**src/rtl/efu_pkg.sv**
```systemverilog
package efu_pkg;

    localparam int NUM_EP = 4;

    localparam logic [1:0] ADDR_STAT_A = 2'd0;
    localparam logic [1:0] ADDR_STAT_B = 2'd1;
    localparam logic [1:0] ADDR_CTRL   = 2'd2;

    // Bit order gives positions 2,1,0 within a status half-byte
    typedef struct packed {
        logic prog;
        logic empty;
        logic full;
    } ep_flags_t;

    typedef struct packed {
        logic [3:0] flush_mask;
        logic [3:0] ep_num;
    } ctrl_word_t;

    // Endpoint number in the lower nibble -> one-hot endpoint index
    function automatic logic [NUM_EP-1:0] commit_decode(input logic [3:0] ep_num);
        logic [NUM_EP-1:0] hot;
        hot = '0;
        case (ep_num)
            4'd2:    hot[0] = 1'b1;
            4'd4:    hot[1] = 1'b1;
            4'd6:    hot[2] = 1'b1;
            4'd8:    hot[3] = 1'b1;
            default: hot = '0;
        endcase
        return hot;
    endfunction

    function automatic logic [7:0] pack_pair(input ep_flags_t upper, input ep_flags_t lower);
        return {1'b0, upper, 1'b0, lower};
    endfunction

endpackage

```
**src/rtl/efu_ep_tracker.sv**
```systemverilog
module efu_ep_tracker
    import efu_pkg::*;
#(
    parameter int DEPTH = 16,
    parameter int OCC_W = $clog2(DEPTH + 1)
) (
    input  logic             clk,
    input  logic             rst,
    input  logic             wr,
    input  logic             rd,
    input  logic             flush,
    input  logic             early,
    input  logic [OCC_W-1:0] level,
    output logic [OCC_W-1:0] occ,
    output ep_flags_t        flags,
    output logic             err
);

    localparam logic [OCC_W-1:0] CAP      = OCC_W'(DEPTH);
    localparam logic [OCC_W-1:0] CAP_LESS = OCC_W'(DEPTH - 1);
    localparam logic [OCC_W-1:0] ONE      = OCC_W'(1);

    logic [OCC_W-1:0] occ_q;
    logic             at_cap;
    logic             at_zero;
    logic             wr_ok;
    logic             rd_ok;
    logic             err_q;

    assign at_cap  = (occ_q == CAP);
    assign at_zero = (occ_q == '0);
    assign wr_ok   = wr && !at_cap;
    assign rd_ok   = rd && !at_zero;

    always_ff @(posedge clk) begin
        if (rst) begin
            occ_q <= '0;
        end else if (flush) begin
            occ_q <= '0;
        end else begin
            case ({wr_ok, rd_ok})
                2'b10:   occ_q <= occ_q + ONE;
                2'b01:   occ_q <= occ_q - ONE;
                default: occ_q <= occ_q;
            endcase
        end
    end

    always_ff @(posedge clk) begin
        if (rst) begin
            err_q <= 1'b0;
        end else if ((wr && at_cap) || (rd && at_zero)) begin
            err_q <= 1'b1;
        end
    end

    always_comb begin
        flags.prog  = (occ_q >= level);
        flags.empty = early ? (occ_q <= ONE) : at_zero;
        flags.full  = early ? (occ_q >= CAP_LESS) : at_cap;
    end

    assign occ = occ_q;
    assign err = err_q;

endmodule

```
**src/rtl/efu_ctrl_decode.sv**
```systemverilog
module efu_ctrl_decode
    import efu_pkg::*;
(
    input  logic              clk,
    input  logic              rst,
    input  logic              reg_we,
    input  logic [1:0]        reg_addr,
    input  logic [7:0]        reg_wdata,
    output logic [NUM_EP-1:0] flush_req,
    output logic [NUM_EP-1:0] flush_pulse,
    output logic [NUM_EP-1:0] commit_pulse
);

    ctrl_word_t        word;
    logic              hit;
    logic [NUM_EP-1:0] commit_req;
    logic [NUM_EP-1:0] flush_q;
    logic [NUM_EP-1:0] commit_q;

    assign word       = ctrl_word_t'(reg_wdata);
    assign hit        = reg_we && (reg_addr == ADDR_CTRL);
    // Upper-nibble bits 4..7 already line up with indices 0..3 (ep 2,4,6,8)
    assign flush_req  = hit ? word.flush_mask : '0;
    assign commit_req = hit ? commit_decode(word.ep_num) : '0;

    always_ff @(posedge clk) begin
        if (rst) begin
            flush_q  <= '0;
            commit_q <= '0;
        end else begin
            flush_q  <= flush_req;
            commit_q <= commit_req;
        end
    end

    assign flush_pulse  = flush_q;
    assign commit_pulse = commit_q;

endmodule

```
**src/rtl/efu_status_mux.sv**
```systemverilog
module efu_status_mux
    import efu_pkg::*;
(
    input  ep_flags_t [NUM_EP-1:0] flags,
    input  logic [1:0]             reg_addr,
    output logic [7:0]             reg_rdata
);

    logic [7:0] byte_a;
    logic [7:0] byte_b;

    assign byte_a = pack_pair(flags[1], flags[0]);
    assign byte_b = pack_pair(flags[3], flags[2]);

    always_comb begin
        case (reg_addr)
            ADDR_STAT_A: reg_rdata = byte_a;
            ADDR_STAT_B: reg_rdata = byte_b;
            default:     reg_rdata = 8'h00;
        endcase
    end

endmodule

```
**src/rtl/efifo_flag_unit.sv**
```systemverilog
module efifo_flag_unit
    import efu_pkg::*;
#(
    parameter int DEPTH = 16,
    parameter int OCC_W = $clog2(DEPTH + 1)
) (
    input  logic                         clk,
    input  logic                         rst,
    input  logic [NUM_EP-1:0]            wr_stb,
    input  logic [NUM_EP-1:0]            rd_stb,
    input  logic [NUM_EP-1:0][OCC_W-1:0] prog_level,
    input  logic [NUM_EP-1:0]            early_mode,
    input  logic                         reg_we,
    input  logic [1:0]                   reg_addr,
    input  logic [7:0]                   reg_wdata,
    output logic [7:0]                   reg_rdata,
    output logic [NUM_EP-1:0]            flag_empty,
    output logic [NUM_EP-1:0]            flag_full,
    output logic [NUM_EP-1:0]            flag_prog,
    output logic [NUM_EP-1:0]            err_sticky,
    output logic [NUM_EP-1:0]            flush_pulse,
    output logic [NUM_EP-1:0]            commit_pulse
);

    logic [NUM_EP-1:0]            flush_req;
    logic [NUM_EP-1:0][OCC_W-1:0] occ;
    ep_flags_t [NUM_EP-1:0]       flags;

    efu_ctrl_decode u_ctrl (
        .clk          (clk),
        .rst          (rst),
        .reg_we       (reg_we),
        .reg_addr     (reg_addr),
        .reg_wdata    (reg_wdata),
        .flush_req    (flush_req),
        .flush_pulse  (flush_pulse),
        .commit_pulse (commit_pulse)
    );

    for (genvar i = 0; i < NUM_EP; i++) begin : g_ep
        efu_ep_tracker #(
            .DEPTH (DEPTH),
            .OCC_W (OCC_W)
        ) u_trk (
            .clk   (clk),
            .rst   (rst),
            .wr    (wr_stb[i]),
            .rd    (rd_stb[i]),
            .flush (flush_req[i]),
            .early (early_mode[i]),
            .level (prog_level[i]),
            .occ   (occ[i]),
            .flags (flags[i]),
            .err   (err_sticky[i])
        );
        assign flag_empty[i] = flags[i].empty;
        assign flag_full[i]  = flags[i].full;
        assign flag_prog[i]  = flags[i].prog;
    end

    efu_status_mux u_mux (
        .flags     (flags),
        .reg_addr  (reg_addr),
        .reg_rdata (reg_rdata)
    );

endmodule

```
**config.mk**
```make
export PLATFORM = sky130hd
export DESIGN_NAME = efifo_flag_unit
export DESIGN_NICKNAME = d
export VERILOG_FILES = /design/src/rtl/efu_pkg.sv /design/src/rtl/efu_ep_tracker.sv /design/src/rtl/efu_ctrl_decode.sv /design/src/rtl/efu_status_mux.sv /design/src/rtl/efifo_flag_unit.sv
export SDC_FILE = /design/constraint.sdc
export NUM_CORES = 1
export LEC_CHECK = 0
export ABC_AREA = 1
export BUFFER_PORTS_ARGS = -buffer_cell sky130_fd_sc_hd__buf_2
export CAP_MARGIN = 20
export CORE_UTILIZATION = 48
export DETAILED_ROUTE_END_ITERATION = 10
export GPL_TIMING_DRIVEN = 0
export PLACE_DENSITY = 0.79
export SETUP_SLACK_MARGIN = 0.4
export SLEW_MARGIN = 30
export SYNTH_ARGS = -nofsm -noshare
export SYNTH_HDL_FRONTEND = slang
export SYNTH_SLANG_ARGS = --single-unit
```
**constraint.sdc**
```tcl
create_clock -name clk -period 1.6 [get_ports clk]
set_input_delay 0.32 -clock clk [delete_from_list [all_inputs] [get_ports clk]]
set_output_delay 0.32 -clock clk [all_outputs]
set_load 0.05 [all_outputs]
```
---- Word-level counts from Yosys, hierarchy flattened ----
Cells that the tools add are included.
Widths: inputs -> output; s select.
storage, ports and cells
  bits in registers ....................... 32
  input bits .............................. 45
  output and inout bits ................... 32
  logic and storage cells ................. 110
operators by class
  add/subtract/negate cells ............... 8
  magnitude comparators ................... 12
  eq/ne operators ......................... 18
  multiplexer cells ....................... 18
  bitwise logic cells ..................... 1
  reductions and logical operators ........ 43
operators by type and width
  cell                 number
  $pmux 5 s2           4
  $add 5x1->5 const B  4
  $eq 5x5->1 const B   4
  $ge 5x4->1 const B   4
  $ge 5x5->1           4
  $le 5x1->1 const B   4
  $logic_not 5->1      4
  $sub 5x1->5 const B  4
  $logic_and 1x1->1    17
  $pmux 7 s2           1
  $mux 1               12
  $eq 2x1->1 const B   5
  $eq 2x2->1 const B   5
  $reduce_or 2->1      5
  $eq 4x3->1 const B   2
  $logic_not 1->1      8
  $reduce_bool 2->1    4
  $eq 4x2->1 const B   1
  $eq 4x4->1 const B   1
  $logic_or 1x1->1     4
  $mux 4               1
  $logic_not 2->1      1
  $not 1->1            1

---- Logic depth before layout (Yosys ltp) ----
Gate-level depths: netlist (run 1).
  depth in word-level cells ............... 5
  depth in mapped cells ................... 15
  depth with buffers taken out ............ 15

---- Hierarchy ----
Synthesis (run 1) repeated with hierarchy kept, for this count alone.
second synthesis, totals
  cells, all modules ...................... 438
  area total of the unflattened synthesis .. 2929.1 µm²
by module, submodules not included
  module           times used  cells an instance  area each (µm²)  seq. area each (µm²)
  efu_ep_tracker   4           94                 634.4            120.1
  efu_ctrl_decode  1           39                 282.8            160.2
  efu_status_mux   1           23                 108.9            0.0

---- Worst setup path after synthesis (run 1) ----
Ideal clock, no wire load.
  path type ............................... register to output
  from .................................... register g_ep[3].u_trk.occ_q[2]
  to ...................................... output reg_rdata[6]
  arrival ................................. 1830 ps
  required time ........................... 1280 ps
  setup slack ............................. -550 ps
  cell stages (with the launch flop) ...... 8
  buffers on the path ..................... 0
  cells stage by stage .................... dfxtp_1 ha_1 nand2_1 inv_1 o21bai_1 nand3_1 nand2_1 nand2_1
between the ends
  cells in the longest elaborated chain, start to end .. 2
RTL lines
  item                    line                   source
  start, declared         efu_ep_tracker.sv:23   logic [OCC_W-1:0] occ_q;
  start signal, assigned  efu_ep_tracker.sv:42   2'b10: occ_q <= occ_q + ONE;
  start signal, assigned  efu_ep_tracker.sv:43   2'b01: occ_q <= occ_q - ONE;
  start signal, assigned  efu_ep_tracker.sv:44   default: occ_q <= occ_q;
  $ge 5x5->1              efu_ep_tracker.sv:58   flags.prog = (occ_q >= level);
  named net flag_prog[3]  efifo_flag_unit.sv:19  output logic [NUM_EP-1:0] flag_prog,
  $pmux 7 s2              efu_status_mux.sv:16   case (reg_addr)
  end, declared           efifo_flag_unit.sv:16  output logic [7:0] reg_rdata,
The timed path passes the listed nets, and every way through them passes these cells.

---- Worst setup path in the final report (run 1) ----
  from .................................... register g_ep[1].u_trk.occ_q[2]
  to ...................................... output reg_rdata[4]
between the ends
  cells in the longest elaborated chain, start to end .. 3
  elaborated cells on any way between the ends .. 4
  those cells by class .................... order compare (1); eq/ne (1); mux (2)
RTL lines
  item                                      line                                        source
  start, declared                           efu_ep_tracker.sv:23
  start signal, assigned                    efu_ep_tracker.sv:42
  start signal, assigned                    efu_ep_tracker.sv:43
  start signal, assigned                    efu_ep_tracker.sv:44
  $ge 5x4->1 or $eq 5x5->1 (tied branches)  efu_ep_tracker.sv:60, efu_ep_tracker.sv:30
  $mux 1 (*)                                efu_ep_tracker.sv:60                        flags.full = early ? (occ_q >= CAP_LESS) : at_cap;
  $pmux 7 s2 (*)                            efu_status_mux.sv:16
Every way passes the cells marked *; elsewhere a longest branch is shown, timed or not.

==> impl_metrics.toml, run 1 <==
[power]
finalPower_uw = 9680
leakagePower_uw = 0.00240
p_per_area_nw_per_um2 = 1880
largest_voltage_drop_on_the_vdd_net_uv = 1560

[finish]
layout-drive-gt1-share_pct = 60.6
final_net_count = 664
final_instance_count_excl_fillers = 648
p_r_area_growth_vs_syn_pct = 79.5
antennaDiodeCount = 0
final.fill_count = 207
postLayoutCellArea_um2 = 5160

[worst_setup_path]
required_ns = 1.28
cp_num_buf_inv = 3
crit_path_end_kind = "output port"
worstPathArrival_ns = 1.89
setup.worst_path.start_class = "flop"
critPathTopFamily = "simple AND/OR/NAND/NOR gates"
timing.critical_path.cells = "inv_1, nor3_2, ha_2, nor3_2, o21ai_1, nand2_1, clkinvlp_4, nand2_2, nand2_4, buf_8"
critical-path-slowest-cell = "sky130_fd_sc_hd__dfxtp_4"
timing.setup.critical_path_class = "flop to output port"
slowest_delay_ns = 0.40
critPathMostFrequentCell = "sky130_fd_sc_hd__nor3_2"
r2r_slack_ns = -0.43
critical_path.max_fanout = 5

[synth]
post_synth_and_or_nand_nor_area_fraction_pct = 33.4
synth.top_cells.by_area = "sky130_fd_sc_hd__dfxtp_1 (22%), sky130_fd_sc_hd__ha_1 (19%), sky130_fd_sc_hd__nand2_1 (14%)"
post_synth.cell_area_avg_um2 = 6.52
synth-edff-count = 0
yosysUniqueCellTypes = 27
synth_cells = 441
sequential_element_share_of_the_synthesized_area_pct = 22.3
synth.most_common_cell = "sky130_fd_sc_hd__nand2_1"
yosys-top-cells-count = "sky130_fd_sc_hd__nand2_1 (109), sky130_fd_sc_hd__inv_1 (82), sky130_fd_sc_hd__ha_1 (44)"
total_of_flip_flops_plus_latches_after_synthesis = 32
synthAdderAreaFrac_pct = 19.1
yosys.area_share.xor_xnor_pct = 0
yosysWarnings = 0
synth_compound_area_share_pct = 11.7
netlist_area_um2 = 2880
post_synth_mux_area_share_pct = 0
most_used_dff_post_synth = "sky130_fd_sc_hd__dfxtp_1"
async_reset_ff_share_pct = 0
yosys.area.top_type_share_pct = 22.3
largest_family_of_logic_cells_by_synthesized_area = "simple AND/OR/NAND/NOR gates"
yosys.area.top_type = "sky130_fd_sc_hd__dfxtp_1"

[timing]
rsz0062_at_grt = "yes"
final.min_clock_period_ns = 2.21
setup_viol = 38
worst_tran_pin_value_ns = 0.789
hold_ws_ns = 0.221
fin_crit_sh_pct = 138
final.setup_skew_ns = 0.00635
final-hold-violation-count = 0
maxClockFrequency_mhz = 452
worst_setup_margin_ns = -0.612
count_of_pins_over_their_slew_limit = 0
timing.max_slew.rel_slack_pct = 47.2

[clock_network]
clock_sink_count = 32
clk_pin_slew_worst_paths_ns = 0.08
maximum_root_to_sink_buffer_count = 2
htree_num_levels = 2
cts_made_buffers = 5
root_buffer = "sky130_fd_sc_hd__clkbuf_8"
clk_latency_ns = 0.30
tritoncts = "yes"

[route]
routedWlPerCell_um = 18.9
drt_pass1_iterations = 5
post_drt_via_cell_ratio = 5.99
drtIter0Drc = 337
drc_violations_left = 0
dr_total_vias = 3884
drt_wl_total_um = 12300
postRouteAntennaNets = 0

[placed_design]
number_of_port_buffers = 74
preCtsSetupSlack_ns = -0.374
placed_instances = 588
dp_hpwl_um = 5920
placed_area_um2 = 3720
routabilityCongestion = 0.863

[global_routing]
grt_antenna_before_repair = 0
grt_start_max_net_pins = 12
grt.overflow.total = 0
via_count_of_the_first_global_routing_pass = 3270
global_route.usage.total_pct = 28.3
grt_pass1_wl_um = 14200

[outcome]
outcome = "finished with violations"
violations_in_the_final_reports = "setup timing"

[die]
rows = 27
die-height_um = 79.4
die_area_um2 = 6310
core_area_um2 = 5640
floorplan.io_pins = 77
die_x_um = 79.4
effective_utilization_at_floorplan_pct = 51.0

[hold_path]
hold_path.class = "input port to flop"

[run]
maxCapViolCount = 0
[layout by cell type, fill, tap and decap left out, types with 7 or more instances in the layout]
master                    Yosys  routed
sky130_fd_sc_hd__buf_2        1      45
sky130_fd_sc_hd__nand2_4      0       8
sky130_fd_sc_hd__inv_6        0       9
sky130_fd_sc_hd__buf_8        0      21
sky130_fd_sc_hd__nor2_4       5       7
sky130_fd_sc_hd__ha_1        44      15
sky130_fd_sc_hd__a21oi_1     27       9
sky130_fd_sc_hd__o21ai_2      6      10
sky130_fd_sc_hd__ha_4         0      25
sky130_fd_sc_hd__nand2_2      1      33
sky130_fd_sc_hd__inv_2        7      20
sky130_fd_sc_hd__buf_6        0      27
sky130_fd_sc_hd__inv_4        0       7
sky130_fd_sc_hd__inv_1       82      47
sky130_fd_sc_hd__nor2_2       0       8
sky130_fd_sc_hd__nor2_1      34      24
sky130_fd_sc_hd__dfxtp_4      0      17
sky130_fd_sc_hd__nand2_1    109      69
sky130_fd_sc_hd__nand3_1     29      21
sky130_fd_sc_hd__nand4_1     15      15
sky130_fd_sc_hd__buf_4        6      30
sky130_fd_sc_hd__a21oi_2      0      17
sky130_fd_sc_hd__nand3_2      2       8
sky130_fd_sc_hd__dfxtp_1     32       9
[timing repair]
action                     in CTS  in global routing
resized for setup             115                144
setup endpoints to repair      43                 50
pin swaps                      22                 44
setup buffers                  24                 28
hold buffers                    0                  0
[state kept, by name (all words and copies together), names as in the netlist]
name	count
u_ctrl.commit_pulse	4
g_ep.u_trk.occ	20
u_ctrl.flush_pulse	4
g_ep.u_trk.err	4
[per-stage QoR]
| step | setup TNS [ns] | util [%] |
|---|---|---|
| 6_report | -11.58 | 91.5 |
| 5_1_grt | -13.98 | 91.5 |
| 4_1_cts | -7.19 | 78.2 |
| 3_5_place_dp | -3.18 | 66.0 |
| 3_3_place_gp | -2.53 | 66.0 |
| 2_1_floorplan | -0.875 | - |
[final timing paths]
check | startpoint | to | depth (start not counted)
worst max-delay path | g_ep[1].u_trk.occ[2] | reg_rdata[4] | 10
worst min-delay path | reg_wdata[2] | u_ctrl.commit_pulse[0] | 2
worst max register to register | g_ep[3].u_trk.occ[1] | g_ep[3].u_trk.occ[3] | 17
worst min register to register | g_ep[2].u_trk.err | g_ep[2].u_trk.err | 2
[report_power, final]
part | internal [µW] | switching [µW]
clock | 400 | 369
combinational | 3390 | 4080
sequential | 1080 | 358
[layer usage]
layer | up-vias | track usage [%] | routed length [µm]
li1 | 1682 | - | -
met1 | 1814 | 32.2 | 4540
met2 | 304 | 52.7 | 6080
met3 | 84 | 4.57 | 1010
met4 | 0 | 10.0 | 638
met5 | - | 0 | 0
[kinds of logic after synthesis]
kind of cell / after synthesis
adders and majority gates: 44
buffers and inverters: 96
and+or+nand+nor: 210
DFF: 32
other: 1
AOI/OAI and AO/OA: 58
[cell type report]
class,count,area (µm²),area share (%)
sequential,32,712,13.8
tap,72,90.1,1.75
inverter,89,440,8.53
clock inverter,2,11.3,0.218
clock buffer,6,93.8,1.82
timing repair buffer,126,1130,21.8
buffer,7,67.6,1.31
multi-input combinational,314,2620,50.8
Power figures use the tool's default switching activity.
==> run 2: changes to the inputs <==
--- a/config.mk
+++ b/config.mk
@@ -10,7 +10,6 @@
 export CAP_MARGIN = 20
 export CORE_UTILIZATION = 48
 export DETAILED_ROUTE_END_ITERATION = 10
-export GPL_TIMING_DRIVEN = 0
 export PLACE_DENSITY = 0.79
 export SETUP_SLACK_MARGIN = 0.4
 export SLEW_MARGIN = 30
==> run 2 against run 1 <==
Against the previous run:
- the run still ends with setup timing left
- combinational power increased by 5.1%
- via count increased by 4.4%
- sequential cell count is the same
- critical path depth increased by 1
- worst setup slack improved by 0.036 ns
- utilization up 2.8 points
- hold slack improved by 0.012 ns
- clock skew down 0.0030 ns
- global-route usage rose by 2.8 points
- cell area rose by 3.1%
- critical endpoint unchanged
==> impl_metrics.toml, run 2 (synthesis results as in run 1) <==
[outcome]
outcome = "finished with violations"
violations_in_the_final_reports = "setup timing"

[die]
core_area_um2 = 5640
rows = 27
floorplan.io_pins = 77
effective_utilization_at_floorplan_pct = 51.0
die-height_um = 79.4
die_area_um2 = 6310
die_x_um = 79.4

[hold_path]
hold_depth = 2
hold_path.class = "input port to flop"

[timing]
count_of_pins_over_their_slew_limit = 0
maxClockFrequency_mhz = 460
final.setup_skew_ns = 0.00335
rsz0062_at_grt = "yes"
fin_crit_sh_pct = 136
worst_setup_margin_ns = -0.575
setup_viol = 38
final.min_clock_period_ns = 2.18
final-hold-violation-count = 0

[route]
top_layer = "met5"
drt_wl_total_um = 13700
dr_total_vias = 4054
drt_pass1_iterations = 5
met3_length_um = 1040
drc_violations_left = 0
wl_met2_um = 6800
detail_route.wirelength.met1_um = 4860
routedWlPerCell_um = 20.1
postRouteAntennaNets = 0
post_drt_via_cell_ratio = 5.94
drtIter0Drc = 319

[finish]
final_net_count = 698
most-common-layout-cells = "sky130_fd_sc_hd__nand2_1 (65), sky130_fd_sc_hd__buf_4 (63), sky130_fd_sc_hd__inv_1 (50)"
p_r_area_growth_vs_syn_pct = 84.9
antennaDiodeCount = 0
final_common_cell = "sky130_fd_sc_hd__nand2_1"
largest_reg_flops = 20
layout-drive-gt1-share_pct = 62.3
layout.core_utilization_pct = 94.3
postLayoutCellArea_um2 = 5320

[worst_setup_path]
setup.worst_path.start_class = "flop"
worstPathArrival_ns = 1.86
crit_path_end_kind = "output port"
required_ns = 1.28
reg2reg_depth = 13
timing.setup.critical_path_class = "flop to output port"
critical_path.max_fanout = 2

[clock_network]
root_buffer = "sky130_fd_sc_hd__clkbuf_8"
cts.hold.buffers_added = 0
clk_latency_ns = 0.28
cts_made_buffers = 5
clock_sink_count = 32
maximum_root_to_sink_buffer_count = 2
tritoncts = "yes"
htree_num_levels = 2
clk_pin_slew_worst_paths_ns = 0.08

[global_routing]
grt.overflow.total = 0
grt_start_max_net_pins = 12
via_count_of_the_first_global_routing_pass = 3576
grt_pass1_wl_um = 15500
global_route.usage.total_pct = 31.1
grt_antenna_before_repair = 1

[placed_design]
placed_area_um2 = 4110
number_of_port_buffers = 74
dp_hpwl_um = 6570
routabilityCongestion = 0.894

[power]
power_frac_comb_pct = 79.3
power.net_switching_uw = 4930
seq_power_share_pct = 13.2
p_per_area_nw_per_um2 = 1860
p_sw_share_pct = 49.9
largest_voltage_drop_on_the_vdd_net_uv = 1530
leakagePower_uw = 0.00254
clock_power_share_pct = 7.4
internal_power_uw = 4960

[run]
maxCapViolCount = 0
[run 2: cell types whose count changed in the layout (fill, tap and decap cells not counted), moves of 4 or more]
cell	before	now
sky130_fd_sc_hd__buf_4	30	63
sky130_fd_sc_hd__dfxtp_4	17	10
sky130_fd_sc_hd__a21oi_2	17	23
sky130_fd_sc_hd__dfxtp_1	9	15
sky130_fd_sc_hd__a21oi_1	9	4
sky130_fd_sc_hd__buf_8	21	16
sky130_fd_sc_hd__buf_2	45	49
sky130_fd_sc_hd__buf_6	27	31
sky130_fd_sc_hd__nand2_1	69	65
[run 2: area by class of cell]
class | instances | area, µm²
tap | 72 | 90.1
sequential | 32 | 687
fill | 180 | 322
timing repair buffer | 167 | 1390
clock inverter | 2 | 11.3
multi-input combinational | 314 | 2630
clock buffer | 6 | 93.8
inverter | 89 | 420
[run 2: repair_timing]
item	CTS	global route
gates resized for setup	106	126
buffers inserted	17	18
pin swaps	43	55
endpoints found under the setup margin	41	49
[run 2: path summary, 6_finish.rpt]
check                                          start                      to  slack, ns
worst max-delay path            g_ep[3].u_trk.occ[1]            reg_rdata[4]      -0.58
worst min-delay path                    reg_wdata[1]  u_ctrl.commit_pulse[1]       0.23
worst max register to register  g_ep[0].u_trk.occ[1]    g_ep[0].u_trk.occ[2]      -0.34
worst min register to register     g_ep[2].u_trk.err       g_ep[2].u_trk.err       0.46
[run 2: power by group through the flow]
| stage | clock network (µW) | logic [µW] | registers [µW] |
|---|---|---|---|
| floorplan | 0 | 3370 | 1360 |
| global placement | 0 | 4700 | 1260 |
| detailed placement | 0 | 4880 | 1270 |
| CTS | 724 | 5940 | 1260 |
| global route | 772 | 8220 | 1320 |
| finish | 734 | 7850 | 1310 |
[run 2: routing by layer]
metal	track usage, %	vias up
met5	0	-
met4	9.82	2
met3	4.57	104
met2	62.9	283
met1	32.1	1912
li1	-	1753
[run 2: through the flow]
step	setup slack [ns]	total power, µW	hold slack (ns)	TNS (ns)	cells
2_1_floorplan	-0.289	4720	0.392	-0.875	442
3_3_place_gp	-0.174	5960	0.452	-2.08	639
3_5_place_dp	-0.217	6150	0.452	-3.25	639
4_1_cts	-0.437	7920	0.229	-7.73	664
5_1_grt	-0.624	10300	0.241	-13.22	682
6_report	-0.575	9900	0.233	-11.12	682
[run 2: critical path, stage by stage (launching register included)]
cell	delay, ns
sky130_fd_sc_hd__dfxtp_4	0.36
sky130_fd_sc_hd__ha_2	0.17
sky130_fd_sc_hd__inv_2	0.05
sky130_fd_sc_hd__nor3_2	0.10
sky130_fd_sc_hd__ha_2	0.18
sky130_fd_sc_hd__nor3_1	0.04
sky130_fd_sc_hd__o21ai_1	0.11
sky130_fd_sc_hd__nand2_1	0.16
sky130_fd_sc_hd__inv_4	0.10
sky130_fd_sc_hd__nand2_1	0.08
sky130_fd_sc_hd__nand2_4	0.07
sky130_fd_sc_hd__buf_8	0.14
